--- config.mk ---
export PLATFORM = sky130hd
export DESIGN_NAME = mii_mgmt_regs
export DESIGN_NICKNAME = d
export VERILOG_FILES = /design/src/rtl/mii_mgmt_pkg.sv /design/src/rtl/mii_ctrl_bank.sv /design/src/rtl/mii_link_tracker.sv /design/src/rtl/mii_read_path.sv /design/src/rtl/mii_mgmt_regs.sv
export SDC_FILE = /design/constraint.sdc
export NUM_CORES = 1
export LEC_CHECK = 0
export ABC_AREA = 0
export BUFFER_PORTS_ARGS = -buffer_cell sky130_fd_sc_hd__buf_2
export CAP_MARGIN = 15
export CORE_ASPECT_RATIO = 0.7
export CORE_UTILIZATION = 30
export CTS_CLUSTER_DIAMETER = 150
export DETAILED_ROUTE_END_ITERATION = 8
export GPL_TIMING_DRIVEN = 1
export HOLD_SLACK_MARGIN = 0.1
export PLACE_DENSITY_LB_ADDON = 0.12
export REMOVE_ABC_BUFFERS = 1
export SETUP_SLACK_MARGIN = 0.5
export SLEW_MARGIN = 0
export SYNTH_ARGS = -nofsm -noshare
export SYNTH_HDL_FRONTEND = slang
export SYNTH_HIERARCHICAL = 1
export SYNTH_SLANG_ARGS = --single-unit
--- constraint.sdc ---
create_clock -name clk -period 2.35 [get_ports clk]
set_clock_uncertainty 0.2 [all_clocks]
set_input_delay 0.235 -clock clk [delete_from_list [all_inputs] [get_ports clk]]
set_output_delay 0.235 -clock clk [all_outputs]
set_load 0.05 [all_outputs]
--- src/rtl/mii_mgmt_pkg.sv ---
// Package: shared widths, register indices, bit positions and derived
// default words for the PHY management register model.
// Assumes the standard 16-bit management register width.
package mii_mgmt_pkg;
    localparam int DATA_W = 16;
    typedef logic [DATA_W-1:0] word_t;

    // Register numbers
    localparam int REG_CTRL    = 0;
    localparam int REG_STAT    = 1;
    localparam int REG_ID_HI   = 2;
    localparam int REG_ID_LO   = 3;
    localparam int REG_ADV     = 4;
    localparam int REG_PARTNER = 5;

    // Control bits
    localparam int CTL_RST_B   = 15;
    localparam int CTL_SPEED_B = 13;
    localparam int CTL_ANEN_B  = 12;
    localparam int CTL_FDX_B   = 8;

    // Status bits
    localparam int ST_TXFD_B  = 14;
    localparam int ST_TXHD_B  = 13;
    localparam int ST_10FD_B  = 12;
    localparam int ST_10HD_B  = 11;
    localparam int ST_PRE_B   = 6;
    localparam int ST_ANC_B   = 5;
    localparam int ST_ANA_B   = 3;
    localparam int ST_LINK_B  = 2;

    // Ability bits shared by advertisement and partner registers
    localparam int AB_TXFD_B = 8;
    localparam int AB_TXHD_B = 7;
    localparam int AB_10FD_B = 6;
    localparam int AB_10HD_B = 5;
    localparam int AB_SEL_B  = 0;

    localparam word_t CTRL_DEF = word_t'((1 << CTL_SPEED_B) | (1 << CTL_ANEN_B) | (1 << CTL_FDX_B));
    localparam word_t STAT_BASE = word_t'((1 << ST_TXFD_B) | (1 << ST_TXHD_B) | (1 << ST_10FD_B)
                                        | (1 << ST_10HD_B) | (1 << ST_PRE_B) | (1 << ST_ANA_B));
    localparam word_t STAT_LINK = word_t'((1 << ST_ANC_B) | (1 << ST_LINK_B));
    localparam word_t ADV_DEF = word_t'((1 << AB_TXFD_B) | (1 << AB_TXHD_B) | (1 << AB_10FD_B)
                                      | (1 << AB_10HD_B) | (1 << AB_SEL_B));
    localparam word_t PART_DOWN = word_t'(1 << AB_TXHD_B);
    localparam word_t PART_UP   = word_t'((1 << AB_TXHD_B) | (1 << AB_TXFD_B)
                                        | (1 << AB_10FD_B) | (1 << AB_10HD_B));
endpackage

--- src/rtl/mii_ctrl_bank.sv ---
// Writable register bank: control and advertisement words.
// Assumes wr_en is already qualified by PHY address match. A control
// write with the reset bit reloads both words; the reset bit is never stored.
module mii_ctrl_bank
    import mii_mgmt_pkg::*;
#(
    parameter int REG_AW = 5
) (
    input  logic              clk,
    input  logic              rst_n,
    input  logic              wr_en,
    input  logic [REG_AW-1:0] wr_reg,
    input  word_t             wr_data,
    output word_t             ctrl_word,
    output word_t             adv_word
);
    localparam logic [REG_AW-1:0] IDX_CTRL = REG_AW'(REG_CTRL);
    localparam logic [REG_AW-1:0] IDX_ADV  = REG_AW'(REG_ADV);
    localparam word_t RST_MASK = word_t'(1 << CTL_RST_B);

    word_t ctrl_q, adv_q;

    // Update control/advertisement on qualified writes, reload on soft reset
    always_ff @(posedge clk) begin
        if (!rst_n) begin
            ctrl_q <= CTRL_DEF;
            adv_q  <= ADV_DEF;
        end else if (wr_en) begin
            if (wr_reg == IDX_CTRL) begin
                if (wr_data[CTL_RST_B]) begin
                    ctrl_q <= CTRL_DEF;
                    adv_q  <= ADV_DEF;
                end else begin
                    ctrl_q <= wr_data & ~RST_MASK;
                end
            end else if (wr_reg == IDX_ADV) begin
                adv_q <= wr_data;
            end
        end
    end

    assign ctrl_word = ctrl_q;
    assign adv_word  = adv_q;
endmodule

--- src/rtl/mii_link_tracker.sv ---
// Link tracker: registers the link input and forms the status and
// partner-ability words from it. Assumes link_up is synchronous to clk.
// These words are read-only, so a soft reset needs no reload here.
module mii_link_tracker
    import mii_mgmt_pkg::*;
(
    input  logic  clk,
    input  logic  rst_n,
    input  logic  link_up,
    output word_t status_word,
    output word_t partner_word
);
    logic link_q;

    // Capture link state one edge after it changes
    always_ff @(posedge clk) begin
        if (!rst_n) link_q <= 1'b0;
        else        link_q <= link_up;
    end

    // Form status and partner words from the captured link
    always_comb begin
        status_word  = link_q ? (STAT_BASE | STAT_LINK) : STAT_BASE;
        partner_word = link_q ? PART_UP : PART_DOWN;
    end
endmodule

--- src/rtl/mii_read_path.sv ---
// Read path: selects the addressed word and registers the response.
// Assumes one request per cycle; writes produce no response.
module mii_read_path
    import mii_mgmt_pkg::*;
#(
    parameter int    REG_AW = 5,
    parameter word_t ID_HI  = 16'h0141,
    parameter word_t ID_LO  = 16'h0C20
) (
    input  logic              clk,
    input  logic              rst_n,
    input  logic              rd_en,
    input  logic              addr_hit,
    input  logic [REG_AW-1:0] rd_reg,
    input  word_t             ctrl_word,
    input  word_t             status_word,
    input  word_t             adv_word,
    input  word_t             partner_word,
    output logic              rsp_valid,
    output word_t             rsp_rdata
);
    localparam logic [REG_AW-1:0] IDX_CTRL    = REG_AW'(REG_CTRL);
    localparam logic [REG_AW-1:0] IDX_STAT    = REG_AW'(REG_STAT);
    localparam logic [REG_AW-1:0] IDX_ID_HI   = REG_AW'(REG_ID_HI);
    localparam logic [REG_AW-1:0] IDX_ID_LO   = REG_AW'(REG_ID_LO);
    localparam logic [REG_AW-1:0] IDX_ADV     = REG_AW'(REG_ADV);
    localparam logic [REG_AW-1:0] IDX_PARTNER = REG_AW'(REG_PARTNER);

    word_t sel_word;

    // Choose the addressed word; foreign PHY reads float high
    always_comb begin
        if (!addr_hit) begin
            sel_word = '1;
        end else begin
            unique case (rd_reg)
                IDX_CTRL:    sel_word = ctrl_word;
                IDX_STAT:    sel_word = status_word;
                IDX_ID_HI:   sel_word = ID_HI;
                IDX_ID_LO:   sel_word = ID_LO;
                IDX_ADV:     sel_word = adv_word;
                IDX_PARTNER: sel_word = partner_word;
                default:     sel_word = '0;
            endcase
        end
    end

    // Register the response one cycle after the read request
    always_ff @(posedge clk) begin
        if (!rst_n) begin
            rsp_valid <= 1'b0;
            rsp_rdata <= '0;
        end else begin
            rsp_valid <= rd_en;
            if (rd_en) rsp_rdata <= sel_word;
        end
    end
endmodule

--- src/rtl/mii_mgmt_regs.sv ---
// Top: PHY management register file with a parallel request port.
// Assumes a single-cycle req_valid strobe per request and synchronous
// inputs. Qualifies requests by PHY address and wires the sub-blocks.
module mii_mgmt_regs
    import mii_mgmt_pkg::*;
#(
    parameter int    PHY_AW = 5,
    parameter int    REG_AW = 5,
    parameter word_t ID_HI  = 16'h0141,
    parameter word_t ID_LO  = 16'h0C20
) (
    input  logic              clk,
    input  logic              rst_n,
    input  logic [PHY_AW-1:0] cfg_phy_addr,
    input  logic              link_up,
    input  logic              req_valid,
    input  logic              req_write,
    input  logic [PHY_AW-1:0] req_phy,
    input  logic [REG_AW-1:0] req_reg,
    input  logic [15:0]       req_wdata,
    output logic              rsp_valid,
    output logic [15:0]       rsp_rdata
);
    logic  addr_hit, wr_en, rd_en;
    word_t ctrl_word, adv_word, status_word, partner_word;

    // Qualify requests by address and direction
    always_comb begin
        addr_hit = (req_phy == cfg_phy_addr);
        wr_en    = req_valid && req_write && addr_hit;
        rd_en    = req_valid && !req_write;
    end

    mii_ctrl_bank #(.REG_AW(REG_AW)) u_bank (
        .clk       (clk),
        .rst_n     (rst_n),
        .wr_en     (wr_en),
        .wr_reg    (req_reg),
        .wr_data   (req_wdata),
        .ctrl_word (ctrl_word),
        .adv_word  (adv_word)
    );

    mii_link_tracker u_link (
        .clk          (clk),
        .rst_n        (rst_n),
        .link_up      (link_up),
        .status_word  (status_word),
        .partner_word (partner_word)
    );

    mii_read_path #(.REG_AW(REG_AW), .ID_HI(ID_HI), .ID_LO(ID_LO)) u_rd (
        .clk          (clk),
        .rst_n        (rst_n),
        .rd_en        (rd_en),
        .addr_hit     (addr_hit),
        .rd_reg       (req_reg),
        .ctrl_word    (ctrl_word),
        .status_word  (status_word),
        .adv_word     (adv_word),
        .partner_word (partner_word),
        .rsp_valid    (rsp_valid),
        .rsp_rdata    (rsp_rdata)
    );
endmodule

* Word-level counts from Yosys, hierarchy flattened
Index checks and enable logic that the tools add are counted.
** Storage, ports and cells
- Bits in registers :: 50
- Bits of input ports :: 36
- Output and inout bits :: 17
- Word-level logic and storage cells :: 28
** Cells by class
- Eq/ne operators :: 7
- Multiplexer cells :: 8
- Reductions and logical operators :: 8
** Operators with widths (count)
- $pmux W16 S6 :: 1
- $mux W16 :: 4
- $mux W15 :: 1
- $eq A5 B2 Y1 const B :: 2
- $eq A5 B3 Y1 const B :: 2
- $mux W9 :: 1
- $mux W6 :: 1
- $eq A5 B1 Y1 const B :: 1
- $eq A5 B5 Y1 :: 1
- $logic_not A5 Y1 :: 1
- $logic_and A1 B1 Y1 :: 3
- $reduce_and A3 Y1 :: 1
- $ne A2 B2 Y1 const B :: 1
- $reduce_and A2 Y1 :: 1
- $reduce_bool A2 Y1 :: 1
- $logic_not A1 Y1 :: 1

* Logic depth before layout (Yosys ltp)
Gate-level depths: netlist of run 1.
- Word-level depth :: 3
- Depth in mapped cells :: 8
- Gate-level depth less buffers :: 6

* Cells and area by module
The synthesis of run 1 kept the hierarchy.
** Modules (own cells, without submodules)
- mii_ctrl_bank :: instances 1, cells each 148, area an instance 1387.6 µm², seq. area each 620.6 µm²
- mii_read_path :: instances 1, cells each 86, area an instance 1014.7 µm², seq. area each 340.3 µm²
- mii_link_tracker :: instances 1, cells each 36, area an instance 274.0 µm², seq. area each 20.0 µm²
- mii_mgmt_regs :: instances 1, cells each 10, area an instance 73.8 µm², seq. area each 0.0 µm²

* Worst setup path after synthesis of run 1
Ideal clock, no wire load.
- Kind :: input -> register
- From :: in cfg_phy_addr[2]
- To :: reg u_bank.adv_q[0], in the netlist u_bank/adv_word[0]
- Setup time :: 0.072 ns
- Arrival :: 1.634 ns
- Data required time :: 2.078 ns
- Path slack :: 0.444 ns
- Cell stages on the path :: 8
- Path buffers :: 2
- Cells stage by stage :: xnor2_1 -> nand4_1 -> nor3_2 -> nor4b_4 -> nor3b_2 -> buf_6 -> buf_12 -> mux2i_1
** On the way
- Word-level cells in the longest chain between the ends :: 3
** RTL lines
- from (decl) :: line mii_mgmt_regs.sv:14 : input logic [PHY_AW-1:0] cfg_phy_addr,
- $eq A5 B5 Y1 :: line mii_mgmt_regs.sv:29 : addr_hit = (req_phy == cfg_phy_addr);
- $logic_and A1 B1 Y1 :: line mii_mgmt_regs.sv:30 : wr_en = req_valid && req_write && addr_hit;
- via wr_en :: line mii_mgmt_regs.sv:24 : logic addr_hit, wr_en, rd_en;
- $reduce_and A3 Y1 (no line)
- to (signal assigned) :: line mii_ctrl_bank.sv:37 : adv_q <= wr_data;
- to (decl) :: line mii_ctrl_bank.sv:21 : word_t ctrl_q, adv_q;
The timed path passes the listed nets, and every way through them passes these cells.
A chain may end at the register's enable or synchronous reset.

* Final worst setup path of run 1
- From :: in cfg_phy_addr[0]
- To :: reg u_bank.ctrl_q[3], in the netlist u_bank/ctrl_word[3]
** On the way
- Word-level cells in the longest chain between the ends :: 3
** RTL lines
- $eq A5 B5 Y1 :: line mii_mgmt_regs.sv:29
- $logic_and A1 B1 Y1 :: line mii_mgmt_regs.sv:30
- via wr_en :: line mii_mgmt_regs.sv:24
- $reduce_and A2 Y1 (no line)
- to (signal assigned) :: line mii_ctrl_bank.sv:34 : ctrl_q <= wr_data & ~RST_MASK;
- to (decl) :: line mii_ctrl_bank.sv:21
The timed path passes the listed nets, and every way through them passes these cells.

==> impl_results.md, run 1 <==
- Seq pwr share: 42.4%
- GRT overflow: 0
- Synth Cell Area: 2750 µm²
- Clk sinks: 49
- Vias: 2090
- FFs w/ async S/R, synth: 0%
- Fmax: 0.5873 GHz
- First-pass GRT wire length: 10380 µm
- NetSw: 0.0005255 W
- TritonCTS clock tree: built
- Initial Utilization: 31.78%
- Worst path top cell family by delay: simple AND/OR/NAND/NOR gates
- Maximum clock insertion buffer count: 2
- CP Launch Type: primary input
- Fin util: 38.88%
- Max Cap Viol: 0
- Yosys top cell by area: dfxtp_1
- Final worst-path cycle share: 72.46%
- Register area share after synthesis: 35.67%
- Leak: 1.343 nW
- Endpoints failing hold: 0
- Relative slew slack: 51.69%
- Clk pwr share: 42.2%
- Die area: 9560 µm²
- Routed WL: 6915 µm
- H-tree depth: 2
- FILL cells: 909
- Post-DP Area: 2970 µm²
- Root buffer cell: clkbuf_16
- Yosys Warn Count: 6
- Register bit total from synthesis: 49
- Die width: 116.4 µm
- # port buffers: 52
- Total track usage: 15.04%
- Switching Fraction: 25.87%
- DRT antenna net count: 0
- GPL Wtd Cong: 0.6795
- Worst min-delay path class: in2reg
- Arr. time, crit path: 1720 ps
- Internal Pwr Total: 0.001506 W
- Num ports: 53
- Worst-margin pin slew: 714.5 ps
- Dpl hpwl: 4593 µm
- Synth cell types: 32
- RSZ-0062 raised after global routing: no
- Setup WS post-layout: 647.3 ps
- Worst hold slack: 170.4 ps
- Worst path cell trace: buf_2 -> xnor2_1 -> nand4_1 -> nor3_2 -> nor4b_4 -> buf_4 -> and2_4 -> clkbuf_16 -> mux2i_1
- Crit. End Element: register
- Final Max Slew Viols: 0
- Post-synth EDFFs: 0
- Area delta synth->final: 22.34%
- Comb pwr share: 15.3%
- Buffers & Inverters on Critical Path: 3
- CP max stage cell: nor4b_4
- Die height: 82.11 µm
- Min Tclk post-route: 1703 ps
- Largest fanout on the critical path: 6
- Top cells by area, synth: dfxtp_1 36%, mux2i_1 9.8%, buf_4 9.3%
- CTS buffer count: 5
- Endpoints failing setup: 0
- Most used DFF post-synth: dfxtp_1
- Slowest stage delay, CP: 250 ps
- Power Dens Cells: 603.9 nW/µm²
- Mapped Cells: 280
- DR pass1 iterations: 4
- Antenna violations before repair: 0
- Commonest cells post-synth: 49 x dfxtp_1, 41 x nand2_1, 34 x buf_4, 27 x mux2i_1, 21 x nor2_1
- Clock slew at reported path FFs: 70 ps
- CP required: 2370 ps
- Nets@finish: 380
- Avg Inst Size Synth: 9.822 µm²
- Most common cell in the netlist: dfxtp_1
- Synth top area share: 35.67%
- Largest net degree at the start of global routing: 31
- Drt wl/cell: 14.87 µm
- Drc violations: 0
- Fin area: 3364 µm²
- Layout cells sized above 1: 24.93%
- Vias in the first global route: 1942
- Status: completed
- VDD IR-drop max: 0.2212 mV
- Dpl ws: 241.7 ps
- FP Rows: 28
- Overall power: 0.002032 W
- Antenna Diode Count: 0
- Initial DRC Count: 57
- Core area: 8653 µm²
- Setup CP Type: in2reg
- Clock Latency Late Sink: 290 ps
- Avg Vias per Cell: 4.495
## cells by family (layout without fill, tap and decap cells)
group           count (synthesis)  count (layout)  share of synthesized area, %
xor+xnor                        5               5                         1.592
simple gates                   94              94                         17.38
mux                            43              43                         24.02
buf+inv                        52              92                         13.92
flops                          49              49                         35.67
other cells                     3              28                        0.4094
compound gates                 34              34                         7.007
## path summary, 6_finish.rpt
kind | from | end | slack (ps) | cells past startpoint
worst max-delay path | cfg_phy_addr[0] | u_bank/ctrl_word[3] | 650 | 9
worst min-delay path | req_reg[4] | u_bank/adv_word[15] | 170 | 4
worst max register to register | u_link/link_q | u_rd/rsp_rdata[8] | 1010 | 3
worst min register to register | u_bank/adv_word[12] | u_bank/adv_word[12] | 260 | 2
## power by group through the flow
stage               registers, W  clock network, W   logic, W
floorplan               0.000950                 0  0.0000985
global placement        0.000881                 0   0.000291
detailed placement      0.000881                 0   0.000291
CTS                     0.000862          0.000888   0.000313
global route            0.000864          0.000926   0.000338
finish                  0.000862          0.000858   0.000311
## layout by cell type (no fill, tap or decap), drive strengths merged
| cell | n |
|---|---|
| dfxtp | 49 |
| xor2 | 1 |
| mux4 | 16 |
| mux2i | 27 |
| a31oi | 3 |
| dlygate4sd3 | 17 |
| bufinv | 1 |
| buf | 65 |
| o21ai | 9 |
| inv | 1 |
| nor2b | 7 |
| clkbuf | 8 |
| nand2 | 41 |
| o22ai | 10 |
| nor3b | 1 |
| nor2 | 21 |
| o21a | 1 |
| nand2b | 3 |
| nor4b | 2 |
| conb | 28 |
| xnor2 | 4 |
| nor3 | 2 |
| nand4 | 2 |
| and2 | 3 |
| nand3b | 12 |
| a21oi | 11 |
## worst reg2reg max path: stages (launching register included)
cell,delay (ps)
dfxtp_1,370
mux4_1,490
nand2_1,100
a21oi_1,60
## per-stage QoR
step,cells,setup TNS [ps]
final,465,0
after global routing,465,0
after CTS,462,0
after detailed placement,437,0
after global placement,437,0
after floorplan,254,-2048
## state kept, by name (all words and copies together), names as in the netlist
name and cells:
u_bank/ctrl_word 15, u_link/link_q 1, u_bank/adv_word 16, u_rd/rsp_valid 1, u_rd/rsp_rdata 16
## metal layers
metal / up-vias / GRT usage, % / part of all wire, %
li1: 1052 / - / -
met1: 987 / 21.21 / 53
met2: 43 / 23.08 / 42
met3: 8 / 3.504 / 4.2
met4: 0 / 3.846 / 0.85
met5: - / 0 / 0
## area by class of cell
| cell class | instances | area, µm² | area share [%] |
|---|---|---|---|
| Clock buffer | 7 | 142.6 | 4.239 |
| Clock inverter | 1 | 30.03 | 0.8925 |
| Inverter | 1 | 3.754 | 0.1116 |
| Multi-Input combinational cell | 204 | 1488 | 44.22 |
| Sequential cell | 49 | 980.9 | 29.16 |
| Tap cell | 120 | 150.1 | 4.463 |
| Timing Repair Buffer | 83 | 569.3 | 16.92 |
## repair_timing
item | in CTS | in global routing
hold buffers | 17 | 0
setup endpoints to repair | 0 | 21
buffers inserted | 0 | 2
gates resized for setup | 0 | 3
endpoints found under the hold margin | 32 | 0
(Power assumes the default switching activity.)
==> run 2, diff against run 1 <==
==> constraint.sdc (replaced) <==
create_clock -name clk -period 1.7 [get_ports clk]
set_clock_uncertainty 0.2 [all_clocks]
set_input_delay 0.17 -clock clk [delete_from_list [all_inputs] [get_ports clk]]
set_output_delay 0.17 -clock clk [all_outputs]
set_load 0.05 [all_outputs]
==> impl_results.md, run 2 (same netlist as run 1, synthesis figures left out) <==
- Antenna violations before repair: 0 (unchanged)
- Crit. End Element: register (unchanged)
- Die area: 9560 µm² (unchanged)
- # port buffers: 52 (unchanged)
- FILL cells: 860 (was 909)
- WL met1: 3703 µm (was 3659 µm)
- Overall power: 0.002776 W (was 0.002032 W)
- Critical Path Source: req_phy[2] (was cfg_phy_addr[0])
- First-pass GRT wire length: 11050 µm (was 10380 µm)
- CP required: 1720 ps (was 2370 ps)
- Maximum clock insertion buffer count: 2 (unchanged)
- Setup CP Type: in2reg (unchanged)
- Endpoints failing hold: 0 (unchanged)
- Min Tclk post-route: 1615 ps
- Clock slew at reported path FFs: 70 ps (about the same)
- Fmax: 0.6193 GHz
- Met3 WL: 379 µm (was 292 µm)
- Nets@finish: 397 (was 380)
- Max layer used: met4 (unchanged)
- Dpl hpwl: 4837 µm (was 4593 µm)
- FF-to-FF Start: u_link/link_q (unchanged)
- Vias in the first global route: 2076 (was 1942)
- Routed WL: 7228 µm (was 6915 µm)
- Final Max Slew Viols: 0 (unchanged)
- Core area: 8653 µm² (unchanged)
- RSZ-0062 raised after global routing: yes (was no)
- Avg Vias per Cell: 4.527 (was 4.495)
- H-tree depth: 2 (unchanged)
- Clk sinks: 49 (unchanged)
- GPL Wtd Cong: 0.6948 (was 0.6795)
- RR Endpoint: u_rd/rsp_rdata[2] (was u_rd/rsp_rdata[8])
- Largest fanout on the critical path: 11 (was 6)
- Power Dens Cells: 708.1 nW/µm² (was 603.9 nW/µm²)
- Worst min-delay path class: in2reg (unchanged)
- FP Rows: 28 (unchanged)
- Relative slew slack: 46.72% (was 51.69%)
- Root buffer cell: clkbuf_16 (unchanged)
- Status: completed (unchanged)
- Most common cell after layout, fill and taps aside: nand2_1 (was buf_2)
- Setup TNS: 0 ps (unchanged)
- Num ports: 53 (unchanged)
- Final worst-path cycle share: 94.99%
- Die width: 116.4 µm (unchanged)
- Die height: 82.11 µm (unchanged)
- Largest net degree at the start of global routing: 33 (was 31)
- Clock Latency Late Sink: 300 ps (was 290 ps)
- TritonCTS clock tree: built (unchanged)
- GRT overflow: 0 (unchanged)
- DR pass1 iterations: 4 (unchanged)
- DRT antenna net count: 0 (unchanged)
- Met2 wire length: 3057 µm (was 2904 µm)
- Initial DRC Count: 72 (was 57)
- Worst hold slack: 113.3 ps (was 170.4 ps)
- Layout cells sized above 1: 39.78% (was 24.93%)
- CTS buffer count: 5 (unchanged)
- VDD IR-drop max: 0.3183 mV (was 0.2212 mV)
- Drt wl/cell: 15.00 µm (was 14.87 µm)
- Reg2reg path depth: 3 (unchanged)
- Fin util: 45.30% (was 38.88%)
- Vias: 2182 (was 2090)
- Leak: 1.519 nW (was 1.343 nW)
- Drc violations: 0 (unchanged)
- Initial Utilization: 31.78% (unchanged)
- Antenna Diode Count: 0 (unchanged)
- Reg-to-reg slack, setup: 340 ps (was 1010 ps)
- Arr. time, crit path: 1640 ps (was 1720 ps)
- Max Cap Viol: 0 (unchanged)
- Total track usage: 16.01% (was 15.04%)
- Setup WS post-layout: 85.19 ps (was 647.3 ps)
- Commonest cells after routing, fill and taps aside: 40 x nand2_1, 36 x dfxtp_1, 30 x buf_2, 28 x conb_1, 27 x mux2i_1 (was 52 x buf_2, 49 x dfxtp_1, 41 x nand2_1, 28 x conb_1, 27 x mux2i_1)
- Area delta synth->final: 42.54% (was 22.34%)
- Worst-margin pin slew: 790.8 ps (was 714.5 ps)
- Dpl ws: -336.9 ps (was 241.7 ps)
- CP Launch Type: primary input (unchanged)
- Endpoints failing setup: 0 (unchanged)
- Setup crit end: u_bank/adv_word[10] (was u_bank/ctrl_word[3])
[run 2: how the worst min path moves through the flow]
stage | startpoint | endpoint | depth (start not counted)
floorplan | rst_n | u_bank/ctrl_word[12] | 1
global placement | link_up | u_link/link_q | 2
detailed placement | link_up | u_link/link_q | 2
CTS | rst_n | u_bank/ctrl_word[8] | 4
global route | rst_n | u_bank/adv_word[8] | 3
finish | rst_n | u_bank/adv_word[8] | 3
[run 2: where the power goes]
part / total (W) / leakage, nW / switching [W] / internal (W)
sequential: 0.00120 / 0.404 / 0.0000237 / 0.00118
combinational: 0.000578 / 1.05 / 0.000305 / 0.000273
clock: 0.000994 / 0.0641 / 0.000446 / 0.000548
total: 0.00278 / 1.52 / 0.000775 / 0.00200
[run 2: layout make-up]
type / instances / area, µm² / share of cell area [%]
repair buffers: 100 / 912.1 / 23.27
clock buffers: 7 / 132.6 / 3.383
flip-flops and latches: 49 / 1002 / 25.57
well taps: 120 / 150.1 / 3.830
inverters: 1 / 3.754 / 0.09575
multi-input cells: 204 / 1712 / 43.66
clock inverters: 1 / 7.507 / 0.1915
[run 2: what timing repair did]
action | in CTS | in global routing
setup buffers | 6 | 2
resized for setup | 53 | 60
endpoints found under the setup margin | 64 | 61
pin swaps | 7 | 14
gates cloned | 2 | 0
hold buffers | 18 | 0
endpoints found under the hold margin | 32 | 0
[run 2: metrics by stage]
stage,cell area (µm²),std cells
6_report,3920,482
4_1_cts,3677,480
5_1_grt,3920,482
2_1_floorplan,2465,254
3_3_place_gp,3063,446
3_5_place_dp,3063,446
[run 2: critical path, cell delays in order]
cell and delay, ps:
buf_6 100, xnor2_2 130, nand4_1 160, nor3_2 140
nor4b_4 250, nor3b_4 260, buf_6 220, mux2i_1 210
[run 2: layer usage]
layer	global-route usage, %	vias to the layer above
met4	5.000	0
li1	-	1086
met2	24.50	61
met5	0	-
met3	3.796	8
met1	22.30	1027
==> run 3, diff against run 2 <==
--- a/config.mk
+++ b/config.mk
@@ -9,10 +9,9 @@
 export BUFFER_PORTS_ARGS = -buffer_cell sky130_fd_sc_hd__buf_2
 export CAP_MARGIN = 15
 export CORE_ASPECT_RATIO = 0.7
-export CORE_UTILIZATION = 30
+export CORE_UTILIZATION = 55
 export CTS_CLUSTER_DIAMETER = 150
 export DETAILED_ROUTE_END_ITERATION = 8
-export GPL_TIMING_DRIVEN = 1
 export HOLD_SLACK_MARGIN = 0.1
 export PLACE_DENSITY_LB_ADDON = 0.12
 export REMOVE_ABC_BUFFERS = 1
==> impl_results.md, run 3 (same netlist as run 1, synthesis figures left out) <==
- Maximum clock insertion buffer count: 2 (unchanged)
- Seq pwr share: 48.6% (was 43.4%)
- CP Launch Type: primary input (unchanged)
- Total track usage: 26.56% (was 16.01%)
- DR pass1 iterations: 4 (unchanged)
- Setup CP Type: in2reg (unchanged)
- NetSw: 0.0007255 W (was 0.0007750 W)
- FP Rows: 21 (was 28)
- Hold Crit Start: req_wdata[15] (was rst_n)
- Critical Path Stages: 9 (was 8)
- RSZ-0062 raised after global routing: yes (unchanged)
- Drt wl/cell: 16.47 µm (was 15.00 µm)
- Setup WS post-layout: -59.90 ps (was 85.19 ps)
- Num ports: 53 (unchanged)
- Layout cells sized above 1: 39.78% (about the same)
- H-tree depth: 2 (unchanged)
- Worst-margin pin slew: 772.3 ps (was 790.8 ps)
- Nets@finish: 402 (was 397)
- Avg Vias per Cell: 5.243 (was 4.527)
- Worst min-delay path class: in2reg (unchanged)
- Core area: 4782 µm² (was 8653 µm²)
- Worst path top cell family by delay: simple AND/OR/NAND/NOR gates (unchanged)
- DRT antenna net count: 0 (unchanged)
- Switching Fraction: 29.23% (was 27.92%)
- Arr. time, crit path: 1780 ps (was 1640 ps)
- Worst hold slack: 175.5 ps (was 113.3 ps)
- Reg-to-reg slack, setup: 330 ps (was 340 ps)
- Endpoints failing setup: 15 (was 0)
- Root buffer cell: clkbuf_8 (was clkbuf_16)
- Relative slew slack: 47.97% (was 46.72%)
- RR Endpoint: u_rd/rsp_rdata[7] (was u_rd/rsp_rdata[2])
- Crit. End Element: register (unchanged)
- Buffers & Inverters on Critical Path: 3 (was 2)
- Antenna violations before repair: 0 (unchanged)
- Power Dens Cells: 636.7 nW/µm² (was 708.1 nW/µm²)
- Final worst-path cycle share: 103.5% (was 94.99%)
- Clk pwr share: 27.8% (was 35.8%)
- Clk sinks: 49 (unchanged)
- Largest net degree at the start of global routing: 29 (was 33)
- Dpl hpwl: 4054 µm (was 4837 µm)
- CP required: 1720 ps (about the same)
- Comb pwr share: 23.6% (was 20.8%)
- Initial DRC Count: 153 (was 72)
- Endpoints failing hold: 0 (unchanged)
- Hold path depth: 4 (was 3)
- Routed WL: 7180 µm (was 7228 µm)
- Initial Utilization: 57.51% (was 31.78%)
- GPL Wtd Cong: 0.7696 (was 0.6948)
- Placed insts: 392 (was 446)
- Status: finished, violations left (was completed)
- Hold EP: u_bank/adv_word[15] (was u_bank/adv_word[8])
- # port buffers: 52 (unchanged)
- Clock Latency Late Sink: 300 ps (about the same)
- Internal Pwr Total: 0.001757 W (was 0.002001 W)
- Leak: 1.546 nW (was 1.519 nW)
- Min Tclk post-route: 1760 ps (was 1615 ps)
- Most common cell after layout, fill and taps aside: nand2_1 (unchanged)
- Fmax: 0.5682 GHz (was 0.6193 GHz)
- Clock slew at reported path FFs: 90 ps (was 70 ps)
- Vias: 2286 (was 2182)
- TritonCTS clock tree: built (unchanged)
- Area delta synth->final: 41.77% (was 42.54%)
- CTS buffer count: 5 (unchanged)
- GRT overflow: 0 (unchanged)
- VDD IR-drop max: 0.5322 mV (was 0.3183 mV)
- Die area: 5291 µm² (was 9560 µm²)
- CP max stage cell: nor4b_4 (was nor3b_4)
- FF-to-FF Start: u_bank/adv_word[7] (was u_link/link_q)
- Failing checks: negative setup slack
- Dpl ws: -338.0 ps (was -336.9 ps)
- Vias in the first global route: 2116 (was 2076)
- Final std cells w/o fill: 436 (was 482)
- Largest fanout on the critical path: 8 (was 11)
- Reg2reg path depth: 3 (unchanged)
- Worst path cell trace: buf_6 -> xnor2_2 -> nand4_1 -> nor3_2 -> nor4b_4 -> nor3b_4 -> buf_4 -> buf_12 -> mux2i_1 (was buf_6 -> xnor2_2 -> nand4_1 -> nor3_2 -> nor4b_4 -> nor3b_4 -> buf_6 -> mux2i_1)
- Antenna Diode Count: 0 (unchanged)
- First-pass GRT wire length: 10340 µm (was 11050 µm)
- Setup TNS: -211.8 ps (was 0 ps)
- Die width: 86.52 µm (was 116.4 µm)
- Final Max Slew Viols: 0 (unchanged)
- Drc violations: 0 (unchanged)
- Max Cap Viol: 0 (unchanged)
- Die height: 61.16 µm (was 82.11 µm)
- Commonest cells after routing, fill and taps aside: 40 x nand2_1, 33 x dfxtp_1, 29 x buf_2, 28 x conb_1, 27 x mux2i_1 (was 40 x nand2_1, 36 x dfxtp_1, 30 x buf_2, 28 x conb_1, 27 x mux2i_1)
- Slowest stage delay, CP: 300 ps (was 260 ps)
run 3: cell types whose count changed in the layout (fill, tap and decap cells not counted), sizes merged:
cell | before | now
buf | 81 | 86
dlygate4sd3 | 18 | 19
clkbuf | 8 | 7
run 3: final cells by class:
cell class | count | area (µm²)
Timing Repair Buffer | 105 | 1069
Tap cell | 69 | 86.33
Inverter | 1 | 3.754
Sequential cell | 49 | 1006
Clock buffer | 7 | 76.32
Multi-Input combinational cell | 204 | 1650
Clock inverter | 1 | 7.507
Fill cell | 289 | 883.3
run 3: per-layer routing:
layer,vias up,share of wire [%],track usage (%)
li1,1095,-,-
met1,1101,43,33.73
met2,80,50,48.64
met3,10,6.0,4.424
met4,0,0.95,6.190
met5,-,0,0
run 3: tightest hold or removal path: cells and delay by family:
family	cells	cell delay [ps]
buf+inv	2	310
simple gates	1	100
compound gates	1	50
run 3: worst max path at each step:
stage                         start                   to
finish                   req_phy[4]   u_bank/adv_word[3]
detailed placement  cfg_phy_addr[4]   u_bank/adv_word[7]
global placement    cfg_phy_addr[2]   u_bank/adv_word[5]
CTS                      req_phy[4]  u_bank/adv_word[13]
floorplan           cfg_phy_addr[2]  u_bank/adv_word[15]
global route        cfg_phy_addr[0]   u_bank/adv_word[3]
run 3: power by group through the flow:
stage          sequential (W)  combinational, W  clock [W]
2_1_floorplan         0.00131          0.000136          0
3_3_place_gp          0.00122          0.000403          0
3_5_place_dp          0.00122          0.000407          0
4_1_cts               0.00120          0.000508   0.000691
5_1_grt               0.00121          0.000620   0.000747
6_report              0.00121          0.000585   0.000690
run 3: timing repair:
item / CTS / global route
setup buffers: 8 / 6
gates resized for setup: 56 / 62
hold buffers: 19 / 0
pin swaps: 8 / 12
setup endpoints to repair: 64 / 64
gates cloned: 3 / 0
endpoints found under the hold margin: 32 / 0
run 3: stage by stage:
stage	util (%)	area [µm²]	total power (W)
2_1_floorplan	-	2465	0.001449
3_3_place_gp	62.51	2989	0.001619
3_5_place_dp	62.51	2989	0.001624
4_1_cts	75.90	3630	0.002398
5_1_grt	81.53	3899	0.002577
6_report	81.53	3899	0.002482
